===== src/rtl/rx_link_pkg.sv =====
package rx_link_pkg;
  localparam int unsigned FLIT_W = 4;

  typedef struct packed {
    logic              eop;
    logic [FLIT_W-1:0] data;
  } flit_t;
endpackage


===== src/rtl/rx_edge_track.sv =====
module rx_edge_track #(
  parameter int unsigned NUM_WIRES = 7
) (
  input  logic                 clk_i,
  input  logic                 rst_ni,
  input  logic [NUM_WIRES-1:0] link_i,
  input  logic                 capture_i,
  output logic [NUM_WIRES-1:0] toggle_o
);
  logic [NUM_WIRES-1:0] ref_q;

  for (genvar g = 0; g < NUM_WIRES; g++) begin : g_wire
    always_ff @(posedge clk_i or negedge rst_ni) begin
      if (!rst_ni)        ref_q[g] <= 1'b0;
      else if (capture_i) ref_q[g] <= link_i[g];
    end
    // phase-insensitive: any difference from last captured level is a flip
    assign toggle_o[g] = link_i[g] ^ ref_q[g];
  end
endmodule


===== src/rtl/rx_pair_arbiter.sv =====
module rx_pair_arbiter #(
  parameter int unsigned NUM_WIRES = 7,
  localparam int unsigned IDX_W = $clog2(NUM_WIRES)
) (
  input  logic [NUM_WIRES-1:0] cand_i,
  output logic [IDX_W-1:0]     lo_o,
  output logic [IDX_W-1:0]     hi_o,
  output logic                 any_o,
  output logic                 pair_o
);
  // fixed priority: lowest index wins, extras are dropped
  always_comb begin
    lo_o   = '0;
    hi_o   = '0;
    any_o  = 1'b0;
    pair_o = 1'b0;
    for (int i = 0; i < NUM_WIRES; i++) begin
      if (cand_i[i]) begin
        if (!any_o) begin
          lo_o  = IDX_W'(i);
          any_o = 1'b1;
        end else if (!pair_o) begin
          hi_o   = IDX_W'(i);
          pair_o = 1'b1;
        end
      end
    end
  end
endmodule


===== src/rtl/rx_pair_decode.sv =====
module rx_pair_decode
  import rx_link_pkg::*;
#(
  parameter int unsigned NUM_WIRES = 7,
  localparam int unsigned IDX_W     = $clog2(NUM_WIRES),
  localparam int          NUM_CODES = NUM_WIRES * (NUM_WIRES - 1) / 2,
  localparam int          DATA_CODES = 2 ** FLIT_W
) (
  input  logic [IDX_W-1:0] lo_i,
  input  logic [IDX_W-1:0] hi_i,
  output logic             emit_o,
  output flit_t            flit_o
);
  int lo, hi, idx;

  always_comb begin
    lo  = int'(lo_i);
    hi  = int'(hi_i);
    idx = lo * (2 * NUM_WIRES - 1 - lo) / 2 + hi - lo - 1;
    flit_o = '0;
    emit_o = 1'b0;
    if (idx == NUM_CODES - 1) begin
      emit_o     = 1'b1;
      flit_o.eop = 1'b1;
    end else if (idx < DATA_CODES) begin
      emit_o      = 1'b1;
      flit_o.data = FLIT_W'(idx);
    end
  end
endmodule


===== src/rtl/rx_link_receiver.sv =====
module rx_link_receiver
  import rx_link_pkg::*;
#(
  parameter int unsigned NUM_WIRES      = 7,
  parameter int unsigned GLITCH_TIMEOUT = 8,
  localparam int unsigned IDX_W = $clog2(NUM_WIRES),
  localparam int unsigned TMR_W = $clog2(GLITCH_TIMEOUT + 1)
) (
  input  logic                 clk_i,
  input  logic                 rst_ni,
  input  logic [NUM_WIRES-1:0] link_i,
  input  logic                 flit_ready_i,
  output logic                 flit_valid_o,
  output logic [FLIT_W-1:0]    flit_data_o,
  output logic                 flit_eop_o,
  output logic                 ack_o
);
  localparam logic [TMR_W-1:0] TMR_LIM = TMR_W'(GLITCH_TIMEOUT - 1);

  logic                 boot_q, ack_q, ack_d;
  logic [NUM_WIRES-1:0] pend_q, pend_d, tog, cand;
  logic [TMR_W-1:0]     tmr_q, tmr_d;
  logic                 stall, run, complete;
  logic [IDX_W-1:0]     lo, hi;
  logic                 any, pair, emit;
  flit_t                dec, out_q;
  logic                 valid_q;

  assign stall = valid_q & ~flit_ready_i;
  assign run   = ~boot_q & ~stall;

  rx_edge_track #(.NUM_WIRES(NUM_WIRES)) u_edge (
    .clk_i    (clk_i),
    .rst_ni   (rst_ni),
    .link_i   (link_i),
    .capture_i(boot_q | run),
    .toggle_o (tog)
  );

  assign cand = pend_q | (run ? tog : '0);

  rx_pair_arbiter #(.NUM_WIRES(NUM_WIRES)) u_arb (
    .cand_i(cand),
    .lo_o  (lo),
    .hi_o  (hi),
    .any_o (any),
    .pair_o(pair)
  );

  rx_pair_decode #(.NUM_WIRES(NUM_WIRES)) u_dec (
    .lo_i  (lo),
    .hi_i  (hi),
    .emit_o(emit),
    .flit_o(dec)
  );

  always_comb begin
    pend_d   = pend_q;
    tmr_d    = tmr_q;
    ack_d    = ack_q;
    complete = 1'b0;
    if (boot_q) begin
      ack_d = ~ack_q;  // spare token after independent reset
    end else if (run) begin
      if (pair) begin
        complete = 1'b1;
        pend_d   = '0;
        tmr_d    = '0;
        ack_d    = ~ack_q;
      end else if (any) begin
        pend_d = cand;
        if (tog == '0) begin
          if (tmr_q == TMR_LIM) begin
            pend_d = '0;
            tmr_d  = '0;
          end else begin
            tmr_d = tmr_q + 1'b1;
          end
        end else begin
          tmr_d = '0;
        end
      end else begin
        tmr_d = '0;
      end
    end
  end

  always_ff @(posedge clk_i or negedge rst_ni) begin
    if (!rst_ni) begin
      boot_q  <= 1'b1;
      ack_q   <= 1'b0;
      pend_q  <= '0;
      tmr_q   <= '0;
      valid_q <= 1'b0;
      out_q   <= '0;
    end else begin
      boot_q <= 1'b0;
      ack_q  <= ack_d;
      pend_q <= pend_d;
      tmr_q  <= tmr_d;
      if (complete && emit) begin
        valid_q <= 1'b1;
        out_q   <= dec;
      end else if (flit_ready_i) begin
        valid_q <= 1'b0;
      end
    end
  end

  assign flit_valid_o = valid_q;
  assign flit_data_o  = out_q.data;
  assign flit_eop_o   = out_q.eop;
  assign ack_o        = ack_q;
endmodule


===== config.mk =====
export PLATFORM = sky130hd
export DESIGN_NAME = rx_link_receiver
export DESIGN_NICKNAME = d
export VERILOG_FILES = /design/src/rtl/rx_link_pkg.sv /design/src/rtl/rx_edge_track.sv /design/src/rtl/rx_pair_arbiter.sv /design/src/rtl/rx_pair_decode.sv /design/src/rtl/rx_link_receiver.sv
export SDC_FILE = /design/constraint.sdc
export NUM_CORES = 1
export LEC_CHECK = 0
export BUFFER_PORTS_ARGS = -buffer_cell sky130_fd_sc_hd__buf_2
export CORE_MARGIN = 1.5
export CORE_UTILIZATION = 45
export CTS_CLUSTER_SIZE = 8
export DETAILED_ROUTE_END_ITERATION = 10
export PLACE_DENSITY_LB_ADDON = 0.2
export SLEW_MARGIN = 20
export SYNTH_ARGS = -nofsm -noshare
export SYNTH_HDL_FRONTEND = slang
export SYNTH_SLANG_ARGS = --single-unit

===== constraint.sdc =====
create_clock -name clk_i -period 13.1 [get_ports clk_i]
set_input_delay 0 -clock clk_i [delete_from_list [all_inputs] [get_ports clk_i]]
set_output_delay 0 -clock clk_i [all_outputs]
set_load 0.03 [all_outputs]

==> run summary <==
Outcome: completed
Total GRT Usage: 19.38%
Reg2reg start: flit_valid_o$_DFFE_PN0P_
Num CTS Buffers: 3
Sink Count: 26
Nets: 305
Cts repair resizes: 0
Worst skew pair latency: 270 ps
Simple-Gate Fraction of Synth Area: 15.07%
WP data required: 13260 ps
Core Region: 0.005075 mm2
Syn Area/Cell: 9.467 um2
Most frequent cells in the layout: 25 x dfrtp_1, 22 x ha_1, 20 x nand2_1
Post-route ant nets: 0
Slowest-stage cell, CP: nor2b_1
Worst slack at placement: 6190 ps
Placed cell count: 328
DRC viols: 0
Crit-path leading delay family: adder cells
Startpoint types: flip-flop
Die area: 0.005681 mm2
Initial Utilization: 46.45%
First-pass GRT wire length: 8.466 mm
Initial antenna violation count: 0
Clock transition at the registers of the reported paths: 90 ps
Layout Cells excl Fill: 337
Average wire per cell in the routed design: 15.25 um
RSZ-0062 raised after global routing: no
Largest family of logic cells by synthesized area: compound AO/OA/AOI/OAI gates
Leading cell type in the layout, fill and taps excluded: dfrtp_1
Crit path top cell by count: ha_1
Setup ws final: 6151 ps
Cell area after synthesis: 0.002357 mm2
Largest net degree at the start of global routing: 27
Worst Hold Launch: link_i[2]
GRT overflow: 0
Final Skew: 4.927 ps
Top post-synthesis cells by area: dfrtp_1 27%, ha_1 12%, fa_1 4.2%
Die X: 75.38 um
Critical path arrival: 7110 ps
Drt pass-1 iters: 4
Antenna cells: 0
Prevailing post-synth register cell: dfrtp_1
Via count: 1898
Adder and majority gate portion of the synthesized area: 15.92%
Final Routed Wirelength: 5.139 mm
Hold Crit Class: input pin to flip-flop
Worst Setup SP: flit_valid_o$_DFFE_PN0P_
Multiplexer area fraction after synthesis: 3.344%
Gpl congestion: 0.8684
Drt via density: 5.632
Final core occ: 50.96%
Final setup viols: 0
CTS tree: built
Crit share post-route: 53.05%
Slew @ Worst Pin: 623.7 ps
Top Ports: 17
WHS Path Cells: 2
CP Capture Type: flip-flop
Synth Area in Compound Gates: 27.81%
Layout area overhead: 9.713%
Top-area cell type share of the netlist area: 26.54%
Maxcap violations: 0
Critical path class: flip-flop to flip-flop
Port bufs: 16
Synth Warn #: 0
Maximum clock path buffer count: 2
Biggest area consumer among synthesized cells: dfrtp_1
Slew Viols, Final: 0
R2r endpoint: flit_data_o[2]$_DFFE_PN0P_
Die Y: 75.38 um
Setup Buffers After CTS: 0
CP max stage delay: 520 ps
Row count: 26
R2R setup slack: 6150 ps
Sequential share of the synthesized area: 27.65%
Async SR Flop Fraction: 100.0%
HPWL Detailed: 4.035 mm
Number of flops mapped to enable cells by yosys: 0
Vias in the first global route: 1766
Synthesis-stage register bit count: 26
Peak Freq: 143.9 MHz
Layout cell share with drive strength beyond 1: 17.98%
Max_slew headroom: 58.27%
CTS H-tree depth: 1
WP buf/inv: 2
Mapped Cells: 249
Post-layout min period: 6949 ps
Mapped Nets: 286
Drt initial violations: 70
Hold worst-path end: u_edge.ref_q[2]$_DFFE_PN0P_
Final Hold Viols: 0
Reg2reg path depth: 25
Final setup TNS: 0 ps
Xor/xnor share of the synthesized area: 5.149%
CTS root buffer: clkbuf_8
Yosys cell types: 62
Crit-path max FO: 7
[flip-flops by register name (all words and copies together), names as in the netlist]
register,flops
ack_o,1
boot_q,1
flit_data_o,4
flit_eop_o,1
flit_valid_o,1
pend_q,7
tmr_q,4
u_edge.ref_q,7
[cell usage after synthesis, drive strengths merged, types with 2 or more instances]
library cell,n
dfrtp,25
a31o,3
o21ai,11
o211ai,5
a2bb2oi,2
mux2,7
nand3,6
a21oi,16
buf,7
xnor2,6
a32oi,2
xor2,7
nand2,20
nor2,12
a31oi,6
nand2b,2
o31a,2
nor2b,6
o2bb2ai,10
o31ai,4
a21o,7
or3,2
nor3,6
fa,5
a211oi,2
inv,19
nor4,5
ha,22
a221oi,2
[layer usage]
layer	share of wire, %	track usage (%)	wire (um)
met1	50	28.19	2590
met2	46	31.38	2342
met3	3.4	2.778	177
met4	0.58	2.778	30
met5	0	0	0
[timing repair]
item,4_1_cts,5_1_grt
hold endpoints to repair,29,0
hold buffers,5,0
setup endpoints to repair,0,0
[metrics by stage]
step / cell area [um2] / hold WS (ps)
floorplan: 2357 / -295.6
global placement: 2481 / 27.54
detailed placement: 2481 / 27.45
CTS: 2586 / 5.862
global route: 2586 / 9.807
finish: 2586 / 7.401
[kinds of logic after synthesis]
family / after synthesis
other cells: 1
compound gates: 83
mux: 7
buf+inv: 26
flops: 26
xor+xnor: 13
simple gates: 66
fa+ha+maj: 27
[how the worst max path moves through the flow]
stage | endpoint | slack, ps | cells after the start
finish | flit_data_o[2]$_DFFE_PN0P_ | 6150 | 25
global route | flit_data_o[2]$_DFFE_PN0P_ | 5590 | 25
CTS | flit_data_o[2]$_DFFE_PN0P_ | 6170 | 25
detailed placement | flit_data_o[2]$_DFFE_PN0P_ | 6190 | 25
global placement | flit_eop_o$_DFFE_PN0P_ | 6430 | 24
floorplan | flit_eop_o$_DFFE_PN0P_ | 6890 | 25
[worst register-to-register path, delay by kind of cell (launching register included)]
kind / cells / cell delay, ps
DFF: 1 / 370
xor gates and xnor gates: 1 / 140
buffers and inverters: 2 / 100
and+or+nand+nor: 7 / 2000
adders and majority gates: 7 / 2530
AOI/OAI and AO/OA: 8 / 1680
[final cells by class]
type                            instances  area, um2
Clock buffer                            4      55.05
Fill cell                             495       2489
Inverter                               19      71.32
Multi-Input combinational cell        197       1590
Sequential cell                        26      651.9
Tap cell                               70      87.58
Timing Repair Buffer                   21      130.1
Power is left out: the tool's default activity adds up to more than one toggle a clock period on the data nets, which glitch-free logic cannot reach.
